**src/rtl/cxs_pkg.sv**
```systemverilog
package cxs_pkg;
   localparam logic [15:0] CTL_MASK = 16'hCF87;
   localparam int CB_EN  = 15;
   localparam int CB_MST = 10;
   localparam int CB_TRX = 9;
   localparam int CB_XA  = 8;
   localparam int CB_RM  = 2;
   localparam int CB_STP = 1;
   localparam int CB_STT = 0;

   typedef enum logic [1:0] {
      BOP_START = 2'd0,
      BOP_WRITE = 2'd1,
      BOP_READ  = 2'd2,
      BOP_STOP  = 2'd3
   } bus_op_e;

   typedef enum logic [1:0] {
      SQ_IDLE  = 2'd0,
      SQ_START = 2'd1,
      SQ_XFER  = 2'd2,
      SQ_STOP  = 2'd3
   } seq_state_e;
endpackage

```
**src/rtl/cxs_byte_fifo.sv**
```systemverilog
module cxs_byte_fifo #(
   parameter int DW    = 8,
   parameter int DEPTH = 4,
   parameter int LVL_W = $clog2(DEPTH + 1)
) (
   input  logic             clk,
   input  logic             rst_n,
   input  logic             flush,
   input  logic             push,
   input  logic [DW-1:0]    din,
   input  logic             pop,
   output logic [DW-1:0]    dout,
   output logic [LVL_W-1:0] level
);
   localparam int PW = $clog2(DEPTH);

   generate
      if (DEPTH < 2) begin : g_bad_depth
         initial $fatal(1, "cxs_byte_fifo: DEPTH must be at least 2");
      end
      if (LVL_W < $clog2(DEPTH + 1)) begin : g_bad_lvl
         initial $fatal(1, "cxs_byte_fifo: LVL_W too narrow for DEPTH");
      end
   endgenerate

   logic [DW-1:0]    mem [DEPTH];
   logic [PW-1:0]    wp, rp, wp_nx, rp_nx;
   logic [LVL_W-1:0] cnt;
   logic             do_push, do_pop;

   assign do_push = push && (cnt != LVL_W'(DEPTH));
   assign do_pop  = pop && (cnt != '0);

   generate
      if ((DEPTH & (DEPTH - 1)) == 0) begin : g_pow2
         assign wp_nx = wp + 1'b1;
         assign rp_nx = rp + 1'b1;
      end else begin : g_wrap
         assign wp_nx = (wp == PW'(DEPTH - 1)) ? '0 : wp + 1'b1;
         assign rp_nx = (rp == PW'(DEPTH - 1)) ? '0 : rp + 1'b1;
      end
   endgenerate

   always_ff @(posedge clk or negedge rst_n) begin
      if (!rst_n) begin
         wp  <= '0;
         rp  <= '0;
         cnt <= '0;
      end else if (flush) begin
         wp  <= '0;
         rp  <= '0;
         cnt <= '0;
      end else begin
         if (do_push) wp <= wp_nx;
         if (do_pop)  rp <= rp_nx;
         cnt <= cnt + LVL_W'(do_push) - LVL_W'(do_pop);
      end
   end

   always_ff @(posedge clk) begin
      if (do_push && !flush) mem[wp] <= din;
   end

   assign dout  = mem[rp];
   assign level = cnt;
endmodule

```
**src/rtl/cxs_seq_fsm.sv**
```systemverilog
module cxs_seq_fsm
   import cxs_pkg::*;
#(
   parameter int CNT_W          = 16,
   parameter int DEPTH          = 4,
   parameter int LVL_W          = $clog2(DEPTH + 1),
   parameter bit CLR_ON_DISABLE = 1'b1
) (
   input  logic             clk,
   input  logic             rst_n,
   input  logic             ctl_wr,
   input  logic [15:0]      ctl_wdata,
   input  logic             cnt_wr,
   input  logic [CNT_W-1:0] cnt_wdata,
   input  logic [1:0]       evt_clr,
   input  logic [LVL_W-1:0] tx_level,
   input  logic [LVL_W-1:0] rx_level,
   input  logic             bus_rdy,
   input  logic             bus_ack,
   output logic [15:0]      ctl_q,
   output logic [CNT_W-1:0] cnt_live,
   output logic             acc_rdy,
   output logic             nack_flag,
   output logic             tx_rdy,
   output logic             rx_rdy,
   output logic             seq_busy,
   output logic             link_busy,
   output logic             bus_vld,
   output logic [1:0]       bus_op,
   output logic             bus_rd,
   output logic             tx_pop,
   output logic             rx_push,
   output logic             tx_flush,
   output logic             rx_flush
);
   seq_state_e       state_q;
   logic [15:0]      ctl;
   logic [CNT_W-1:0] cnt_prog, cnt_cur;
   logic             link_q, acc_q, nack_q, hold_q;

   logic rm, trx, stp, tx_full, rx_full, tx_any, cnt_ok, rm_end;
   logic want_wr, want_rd, xfer_vld, hs, soft_rst;
   bus_op_e op_c;

   assign rm      = ctl[CB_RM];
   assign trx     = ctl[CB_TRX];
   assign stp     = ctl[CB_STP];
   assign tx_full = (tx_level == LVL_W'(DEPTH));
   assign rx_full = (rx_level == LVL_W'(DEPTH));
   assign tx_any  = (tx_level != '0);
   assign cnt_ok  = rm || (cnt_cur != '0);
   assign rm_end  = rm && stp && !hold_q;
   assign want_wr = trx && tx_any && cnt_ok && !rm_end;
   assign want_rd = !trx && !rx_full && cnt_ok && !rm_end;
   assign xfer_vld = hold_q || want_wr || want_rd;

   always_comb begin
      bus_vld = 1'b0;
      op_c    = BOP_START;
      unique case (state_q)
         SQ_START: begin bus_vld = 1'b1;     op_c = BOP_START; end
         SQ_XFER:  begin bus_vld = xfer_vld; op_c = trx ? BOP_WRITE : BOP_READ; end
         SQ_STOP:  begin bus_vld = 1'b1;     op_c = BOP_STOP; end
         default:  begin bus_vld = 1'b0;     op_c = BOP_START; end
      endcase
   end

   assign bus_op  = op_c;
   assign bus_rd  = !trx;
   assign hs      = bus_vld && bus_rdy;
   assign tx_pop  = (state_q == SQ_XFER) && hs && trx && bus_ack;
   assign rx_push = (state_q == SQ_XFER) && hs && !trx;

   generate
      if (CLR_ON_DISABLE) begin : g_clr_dis
         assign soft_rst = ctl_wr && !ctl_wdata[CB_EN] && (state_q == SQ_IDLE);
      end else begin : g_keep_dis
         assign soft_rst = 1'b0;
      end
   endgenerate

   assign rx_flush = soft_rst || ((state_q == SQ_START) && hs);
   assign tx_flush = soft_rst || ((state_q == SQ_STOP) && hs);

   always_ff @(posedge clk or negedge rst_n) begin
      if (!rst_n) begin
         state_q  <= SQ_IDLE;
         ctl      <= '0;
         cnt_prog <= '0;
         cnt_cur  <= '0;
         link_q   <= 1'b0;
         acc_q    <= 1'b0;
         nack_q   <= 1'b0;
         hold_q   <= 1'b0;
      end else begin
         if (evt_clr[0]) acc_q  <= 1'b0;
         if (evt_clr[1]) nack_q <= 1'b0;
         if (cnt_wr) cnt_prog <= cnt_wdata;
         hold_q <= (state_q == SQ_XFER) && bus_vld && !bus_rdy;
         if (ctl_wr && (state_q != SQ_IDLE) && ctl_wdata[CB_STP])
            ctl[CB_STP] <= 1'b1;

         unique case (state_q)
            SQ_IDLE: begin
               if (ctl_wr) begin
                  ctl <= ctl_wdata & CTL_MASK;
                  if (soft_rst) begin
                     cnt_prog <= '0;
                     cnt_cur  <= '0;
                     acc_q    <= 1'b0;
                     nack_q   <= 1'b0;
                     link_q   <= 1'b0;
                  end else if (ctl_wdata[CB_EN] && ctl_wdata[CB_MST] &&
                               !ctl_wdata[CB_XA]) begin
                     if (ctl_wdata[CB_STT])
                        state_q <= SQ_START;
                     else if (link_q)
                        state_q <= SQ_XFER;
                  end
               end
            end
            SQ_START: begin
               if (hs) begin
                  ctl[CB_STT] <= 1'b0;
                  if (bus_ack) begin
                     link_q  <= 1'b1;
                     cnt_cur <= cnt_prog;
                     state_q <= SQ_XFER;
                  end else begin
                     nack_q      <= 1'b1;
                     ctl[CB_STP] <= 1'b0;
                     link_q      <= 1'b0;
                     state_q     <= SQ_IDLE;
                  end
               end
            end
            SQ_XFER: begin
               if (hs) begin
                  if (trx && !bus_ack) begin
                     nack_q      <= 1'b1;
                     ctl[CB_STP] <= 1'b0;
                     state_q     <= SQ_IDLE;
                  end else if (!rm) begin
                     cnt_cur <= cnt_cur - 1'b1;
                  end
               end else if (!bus_vld) begin
                  if (rm_end) begin
                     state_q <= SQ_STOP;
                  end else if (!rm && (cnt_cur == '0)) begin
                     if (stp) begin
                        state_q <= SQ_STOP;
                     end else begin
                        acc_q       <= 1'b1;
                        ctl[CB_MST] <= 1'b0;
                        state_q     <= SQ_IDLE;
                     end
                  end
               end
            end
            SQ_STOP: begin
               if (hs) begin
                  ctl[CB_STP] <= 1'b0;
                  cnt_cur     <= cnt_prog;
                  link_q      <= 1'b0;
                  state_q     <= SQ_IDLE;
               end
            end
            default: state_q <= SQ_IDLE;
         endcase
      end
   end

   assign ctl_q     = ctl;
   assign cnt_live  = cnt_cur;
   assign acc_rdy   = acc_q;
   assign nack_flag = nack_q;
   assign seq_busy  = (state_q != SQ_IDLE);
   assign link_busy = link_q;
   assign tx_rdy    = (state_q == SQ_XFER) && trx && cnt_ok && !tx_full;
   assign rx_rdy    = rm ? rx_full : (rx_level != '0);
endmodule

```
**src/rtl/cnt_xfer_seq.sv**
```systemverilog
module cnt_xfer_seq #(
   parameter int CNT_W          = 16,
   parameter int ADDR_W         = 10,
   parameter int BUF_DEPTH      = 4,
   parameter int LVL_W          = $clog2(BUF_DEPTH + 1),
   parameter bit CLR_ON_DISABLE = 1'b1
) (
   input  logic              clk,
   input  logic              rst_n,
   input  logic              ctl_wr,
   input  logic [15:0]       ctl_wdata,
   input  logic              cnt_wr,
   input  logic [CNT_W-1:0]  cnt_wdata,
   input  logic [ADDR_W-1:0] tgt_addr,
   input  logic [1:0]        evt_clr,
   input  logic              host_tx_vld,
   input  logic [7:0]        host_tx_byte,
   input  logic              host_rx_pop,
   output logic [7:0]        rx_head,
   output logic [LVL_W-1:0]  tx_level,
   output logic [LVL_W-1:0]  rx_level,
   output logic [15:0]       ctl_q,
   output logic [CNT_W-1:0]  cnt_live,
   output logic              tx_rdy,
   output logic              rx_rdy,
   output logic              acc_rdy,
   output logic              nack_flag,
   output logic              seq_busy,
   output logic              link_busy,
   output logic              bus_vld,
   output logic [1:0]        bus_op,
   output logic [ADDR_W-1:0] bus_addr,
   output logic              bus_rd,
   output logic [7:0]        bus_wbyte,
   input  logic              bus_rdy,
   input  logic              bus_ack,
   input  logic [7:0]        bus_rbyte
);
   generate
      if (CNT_W < 1 || ADDR_W < 7) begin : g_bad_width
         initial $fatal(1, "cnt_xfer_seq: CNT_W >= 1 and ADDR_W >= 7 required");
      end
   endgenerate

   logic tx_pop, rx_push, tx_flush, rx_flush;

   cxs_byte_fifo #(.DW(8), .DEPTH(BUF_DEPTH), .LVL_W(LVL_W)) u_txbuf (
      .clk   (clk),
      .rst_n (rst_n),
      .flush (tx_flush),
      .push  (host_tx_vld),
      .din   (host_tx_byte),
      .pop   (tx_pop),
      .dout  (bus_wbyte),
      .level (tx_level)
   );

   cxs_byte_fifo #(.DW(8), .DEPTH(BUF_DEPTH), .LVL_W(LVL_W)) u_rxbuf (
      .clk   (clk),
      .rst_n (rst_n),
      .flush (rx_flush),
      .push  (rx_push),
      .din   (bus_rbyte),
      .pop   (host_rx_pop),
      .dout  (rx_head),
      .level (rx_level)
   );

   cxs_seq_fsm #(
      .CNT_W(CNT_W), .DEPTH(BUF_DEPTH), .LVL_W(LVL_W), .CLR_ON_DISABLE(CLR_ON_DISABLE)
   ) u_fsm (
      .clk       (clk),
      .rst_n     (rst_n),
      .ctl_wr    (ctl_wr),
      .ctl_wdata (ctl_wdata),
      .cnt_wr    (cnt_wr),
      .cnt_wdata (cnt_wdata),
      .evt_clr   (evt_clr),
      .tx_level  (tx_level),
      .rx_level  (rx_level),
      .bus_rdy   (bus_rdy),
      .bus_ack   (bus_ack),
      .ctl_q     (ctl_q),
      .cnt_live  (cnt_live),
      .acc_rdy   (acc_rdy),
      .nack_flag (nack_flag),
      .tx_rdy    (tx_rdy),
      .rx_rdy    (rx_rdy),
      .seq_busy  (seq_busy),
      .link_busy (link_busy),
      .bus_vld   (bus_vld),
      .bus_op    (bus_op),
      .bus_rd    (bus_rd),
      .tx_pop    (tx_pop),
      .rx_push   (rx_push),
      .tx_flush  (tx_flush),
      .rx_flush  (rx_flush)
   );

   assign bus_addr = tgt_addr;
endmodule

```
**config.mk**
```make
export PLATFORM = sky130hd
export DESIGN_NAME = cnt_xfer_seq
export DESIGN_NICKNAME = d
export VERILOG_FILES = /design/src/rtl/cxs_pkg.sv /design/src/rtl/cxs_byte_fifo.sv /design/src/rtl/cxs_seq_fsm.sv /design/src/rtl/cnt_xfer_seq.sv
export SDC_FILE = /design/constraint.sdc
export NUM_CORES = 1
export LEC_CHECK = 0
export ABC_AREA = 1
export BUFFER_PORTS_ARGS = -buffer_cell sky130_fd_sc_hd__buf_2
export CAP_MARGIN = 20
export CORE_MARGIN = 2
export CORE_UTILIZATION = 61
export CTS_BUF_LIST = sky130_fd_sc_hd__clkbuf_2 sky130_fd_sc_hd__clkbuf_4 sky130_fd_sc_hd__clkbuf_8
export CTS_CLUSTER_DIAMETER = 40
export CTS_CLUSTER_SIZE = 14
export DETAILED_ROUTE_END_ITERATION = 8
export GPL_TIMING_DRIVEN = 0
export MAX_ROUTING_LAYER = met4
export PLACE_DENSITY = 0.91
export SLEW_MARGIN = 20
export SYNTH_ARGS = -nofsm -noshare
export SYNTH_HDL_FRONTEND = slang
export SYNTH_SLANG_ARGS = --single-unit
export TNS_END_PERCENT = 50
```
**constraint.sdc**
```tcl
create_clock -name clk -period 6.3 [get_ports clk]
set_clock_uncertainty 0.05 [all_clocks]
set_input_delay 0.945 -clock clk [delete_from_list [all_inputs] [get_ports clk]]
set_output_delay 0.945 -clock clk [all_outputs]
set_load 0.01 [all_outputs]
```
# Word level (Yosys, flattened, before mapping)
# Memories as Yosys holds them, arrays and structs flattened.
# Index checks and enable logic that the tools add are counted.
[op_classes]
n_addsub = 9
n_mul = 0
n_div = 0
order_cmp = 0
n_eq_ne = 26
shifts = 0
muxes = 84
bitwise_logic = 0
n_reduce_logical = 71
[op_table]
columns = ["cell", "n"]
rows = [
  ["$mux 16", 12],
  ["$pmux 16 s4", 1],
  ["$mux 2", 24],
  ["$mux 1", 35],
  ["$logic_and 1x1->1", 34],
  ["$ne 2x2->1 const B", 10],
  ["$logic_not 16->1", 1],
  ["$reduce_bool 16->1", 1],
  ["$sub 16x1->16 const B", 1],
  ["$reduce_bool 2->1", 7],
  ["$logic_not 1->1", 12],
  ["$ne 3x3->1 const B", 4],
  ["$mux 11", 1],
  ["$ne 2x1->1 const B", 5],
  ["$reduce_and 9->1", 1],
  ["$reduce_bool 3->1", 3],
  ["$add 2x1->2 const B", 4],
  ["$pmux 1 s2", 4],
  ["$pmux 2 s4", 1],
  ["$reduce_and 8->1", 1],
  ["$reduce_and 7->1", 1],
  ["$add 3x1->3", 2],
  ["$eq 3x3->1 const B", 2],
  ["$mux 3", 2],
  ["other kinds (14)", 21],
]
[word_totals]
ff_bits = 62
latch_bits = 0
ramBits = 64
romBits = 0
inputBits = 68
out_inout_bits = 74
word_cells = 209
n_memories = 2
[memory_table]
columns = ["memory", "words", "word_bits", "rd", "rd_ports_with_merged_regs", "write_ports", "line_no", "text"]
rows = [
  ["u_rxbuf.mem", 4, 8, 1, 0, 1, "cxs_byte_fifo.sv:26", "logic [DW-1:0] mem [DEPTH];"],
  ["u_txbuf.mem", 4, 8, 1, 0, 1, "cxs_byte_fifo.sv:26", ""],
]

# Logic depth before layout (Yosys ltp)
[depth]
word_depth = 14
mapped_depth = 20
depth_no_buf = 20

# Modules after synthesis
# A second synthesis with hierarchy kept.
[hier_totals]
hier_cells = 683
area_unflattened_um2 = 6404.9
[by_module_without_submodules]
columns = ["module", "instances", "cells_each", "area_per_inst_um2", "seq_area_each_um2"]
rows = [
  ["cxs_byte_fifo", 2, 138, 1682.9, 1136.1],
  ["cxs_seq_fsm", 1, 397, 2964.1, 1201.2],
  ["cnt_xfer_seq", 1, 10, 75.1, 0.0],
]

# Worst setup path after synthesis
# No wires, ideal clock.
[synth_path]
path_type = "input to register"
start = "in bus_rdy"
end = "reg u_txbuf.cnt[2], in the netlist u_txbuf.level[2]"
setup_time_ns = 0.071
arrival_time_ns = 2.548
required_ns = 6.179
setup_slack_ns = 3.631
cell_stages = 12
n_path_buf = 1
cell_sequence = "buf_2 > nand3_4 > nor2_4 > nand2_1 > inv_1 > ha_1 > inv_1 > ha_1 > inv_1 > fa_1 > xor2_1 > nor2_1"
[synth_via]
elab_chain_len = 7
elab_cells_between_ends = 9
classes_between = "add/sub: 1; mux: 1; reduce/logical: 7"
[synth_rtl]
columns = ["element", "line_no", "text"]
rows = [
  ["start: declaration", "cnt_xfer_seq.sv:35", "input logic bus_rdy,"],
  ["$logic_and 1x1->1 *", "cxs_seq_fsm.sv:70", "assign hs = bus_vld && bus_rdy;"],
  ["$logic_and 1x1->1 (3 in series)", "cxs_seq_fsm.sv:71", "assign tx_pop = (state_q == SQ_XFER) && hs && trx && bus_ack;"],
  ["$logic_and 1x1->1", "cxs_byte_fifo.sv:32", "assign do_pop = pop && (cnt != '0);"],
  ["$sub 3x1->3", "cxs_byte_fifo.sv:56", "cnt <= cnt + LVL_W'(do_push) - LVL_W'(do_pop);"],
  ["$mux 3 *", "cxs_byte_fifo.sv:49", "end else if (flush) begin"],
  ["end signal: assignment", "cxs_byte_fifo.sv:56", ""],
  ["end: declaration", "cxs_byte_fifo.sv:28", "logic [LVL_W-1:0] cnt;"],
]
# Mark *: on every way between the ends. The rest lies on a longest branch, timed or not.
# A chain may end at the register's enable or synchronous reset.

# Worst setup path after layout
[layout_path]
start = "reg u_rxbuf.rp[0]"
end = "out rx_head[0]"
[layout_via]
elab_chain_len = 1
[layout_rtl]
columns = ["element", "line_no", "text"]
rows = [
  ["start: declaration", "cxs_byte_fifo.sv:27", "logic [PW-1:0] wp, rp, wp_nx, rp_nx;"],
  ["start signal: assignment", "cxs_byte_fifo.sv:55", "if (do_pop) rp <= rp_nx;"],
  ["$mem_v2 4x8", "n/a", ""],
  ["end: declaration", "cnt_xfer_seq.sv:19", "output logic [7:0] rx_head,"],
]
# Every way passes these cells.

==> flow_metrics.py <==
metrics = {
    "cells_and_area": {
        "syn_to_final_growth_pct": 18.7,
        "multi_input_area_um2": 2300,
        "fin_cells": 970,
        "antennaDiodeCount": 0,
        "fillers": 713,
        "drive_gt1_share_pct": 28.3,
        "seq_area_um2": 3470,
        "nets": 905,
    },
    "logic_synthesis": {
        "synth-main-ff-cell": "edfxtp_1",
        "async_flop_share_pct": 49.2,
        "synthAdderAreaFrac_pct": 3.37,
        "synth-xor-area-share_pct": 1.10,
        "yosysSeqAreaShare_pct": 54.3,
        "synth_most_common_cell": "nand2_1",
        "syn-cell-area_um2": 6390,
        "ys_seq_elements": 126,
        "synth_top_family_by_area": "simple AND/OR/NAND/NOR gates",
        "ys_top_cells_by_count": "nand2_1 (110), inv_1 (99), nor2_1 (81)",
        "synth-simple-area-share_pct": 18.2,
        "syn_avg_cell_area_um2": 9.40,
        "synth.distinct_cells": 46,
        "syn_inst": 680,
        "yosysTopAreaCell": "edfxtp_1",
        "yosys_warnings": 0,
        "synth_edf_count": 64,
        "ys_top_cells_by_area": "edfxtp_1 (30%), dfrtp_1 (24%), nand2_1 (6.5%)",
        "synth_top_cell_area_share_pct": 30.1,
        "yosys-mux-area-fraction_pct": 1.23,
        "synth_compound_area_share_pct": 11.8,
    },
    "min_path": {
        "hold_class": "reg2reg",
    },
    "detailed_routing": {
        "via_count": 5283,
        "drt_pass1_iterations": 5,
        "drc": 0,
        "ant_nets": 0,
        "drt-total-wl_um": 15600,
        "vias_per_cell": 5.45,
        "drtIter0Drc": 340,
        "wl_per_cell_um": 16.0,
    },
    "clock_network": {
        "cts_root_buf": "clkbuf_8",
        "cts_buffer_depth": 2,
        "clkTransAtPathRegs_ns": 0.08,
        "cts_tree": "built",
        "clock_latency_ns": 0.44,
        "cts_resized": 0,
        "cts_htree_levels": 4,
        "cts.sinks": 126,
        "numCtsBuffers": 17,
        "hold_buffers": 0,
        "postCtsSetupBuffers": 0,
    },
    "floorplan": {
        "die_h_um": 106,
        "initial_core_util_pct": 62.5,
        "dieArea_um2": 11300,
        "row_count": 37,
        "core_area_um2": 10200,
        "die_w_um": 106,
        "ios": 142,
    },
    "timing": {
        "worst_pin_slew_ns": 0.868,
        "setup-tns-final_ns": 0,
        "finalSetupViolCount": 0,
        "drv_slew": 0,
        "max_slew_margin_pct": 41.9,
        "period_minus_slack_ns": 3.34,
        "rsz0062_at_grt": "false",
        "finalCritPeriodShare_pct": 53.0,
        "max_freq_mhz": 300,
        "hold_viol_final": 0,
    },
    "run": {
        "cap_violations": 0,
    },
    "setup_path": {
        "critPathKind": "reg2out",
        "cp.arrival_ns": 2.34,
        "crit_path_end_kind": "primary output",
        "crit_path_start_kind": "flop",
        "cp_max_fo": 10,
        "crit_required_ns": 5.30,
    },
    "global_route": {
        "grt_pass1_vias": 5188,
        "antenna_found_initial": 0,
        "grt_max_degree": 63,
        "grtUsageTotal_pct": 29.5,
        "grt_pass1_wl_um": 25000,
        "grt_overflow": 0,
    },
    "power": {
        "total_power_mw": 3.34,
        "pwr_density_cell_nw_per_um2": 440,
        "p_leak_nw": 3.65,
        "peakVddDrop_mv": 0.268,
    },
    "placement": {
        "placement.io_buffers": 117,
        "post-dp-hpwl_um": 10900,
        "place_inst": 938,
        "place_congestion": 0.892,
    },
    "status": {
        "outcome": "finished clean",
    },
}
## cells in the final DEF (no fill, tap or decap), drive strengths merged
cell,n
nand2,122
ha,14
clkinv,5
inv,113
xnor2,2
o21a,1
buf,142
or2,4
a31oi,1
a21oi,13
nor3,7
nand3,22
a32o,1
o22ai,22
a22oi,2
nand4,7
mux2,7
bufinv,3
clkinvlp,1
edfxtp,64
o21ai,78
a32oi,1
a2bb2oi,1
fa,2
conb,6
clkbuf,28
dfrtp,62
xor2,6
and3,1
nor2,91
o32ai,2
nand3b,2
o41ai,1
## metal layers
| metal | routed length, um | share of wire [%] | global-route usage (%) | up-vias |
|---|---|---|---|---|
| met5 | 0 | 0 | - | - |
| met4 | 470 | 3.0 | 13.6 | 0 |
| met3 | 1150 | 7.4 | 4.90 | 46 |
| met2 | 7700 | 49 | 47.8 | 279 |
| met1 | 6240 | 40 | 36.6 | 2466 |
| li1 | - | - | - | 2492 |
## layout make-up
class,count,area share (%)
flip-flops and latches,126,45.8
multi-input cells,416,30.4
repair buffers,117,7.75
inverters,107,5.33
clock buffers,17,3.08
plain buffers,36,3.02
clock inverters,15,2.42
well taps,136,2.24
## final timing paths
| kind | cells past startpoint | endpoint | startpoint | slack [ns] |
|---|---|---|---|---|
| max in group asynchronous | 1 | u_rxbuf.rp[1] | rst_n | 5.15 |
| worst max register to register | 20 | u_txbuf.level[2] | u_fsm.cnt_live[0] | 3.37 |
| worst min-delay path | 2 | u_fsm.ctl_q[11] | u_fsm.ctl_q[11] | 0.44 |
| min in group asynchronous | 1 | u_fsm.cnt_prog[0] | rst_n | 0.53 |
| worst max-delay path | 6 | rx_head[0] | u_rxbuf.rp[0] | 2.96 |
| worst min register to register | 2 | u_fsm.ctl_q[11] | u_fsm.ctl_q[11] | 0.44 |
## flip-flops by register name (all words and copies together) (netlist names), named ones only
register,count
u_fsm.cnt_live,16
u_rxbuf.wp,2
u_rxbuf.mem,32
u_rxbuf.rp,2
u_txbuf.wp,2
u_fsm.acc_rdy,1
u_rxbuf.level,3
u_txbuf.level,3
u_fsm.cnt_prog,16
u_fsm.link_busy,1
u_fsm.state_q,2
u_txbuf.rp,2
u_fsm.nack_flag,1
u_fsm.ctl_q,9
u_txbuf.mem,32
u_fsm.hold_q,1
## stage by stage
step | cell area (um^2) | setup WS (ns) | hold slack [ns] | utilization (%)
2_1_floorplan | 6410 | 3.63 | 0.456 | -
3_3_place_gp | 7170 | 3.49 | 0.412 | 70.1
3_5_place_dp | 7170 | 3.41 | 0.425 | 70.1
4_1_cts | 7590 | 3.03 | 0.446 | 74.2
5_1_grt | 7590 | 2.89 | 0.459 | 74.2
6_report | 7590 | 2.96 | 0.438 | 74.2
## critical path, stage by stage (launching register included)
cell      delay [ns]
dfrtp_1         0.37
clkbuf_1        0.21
inv_1           0.27
clkbuf_1        0.42
nor2_1          0.15
o22ai_1         0.29
buf_2           0.19
## kinds of logic (layout without fill, tap and decap cells)
family | Yosys count | in the layout
simple gates | 256 | 256
buf+inv | 143 | 292
flops | 126 | 126
compound gates | 123 | 123
fa+ha+maj | 16 | 16
xor+xnor | 8 | 8
mux | 7 | 7
other cells | 1 | 6
## power by group
group          switching [mW]  internal, mW  total, mW
Sequential              0.145          1.03       1.18
Combinational           0.901         0.505       1.41
Clock                   0.355         0.398      0.754
(Power assumes the default switching activity.)
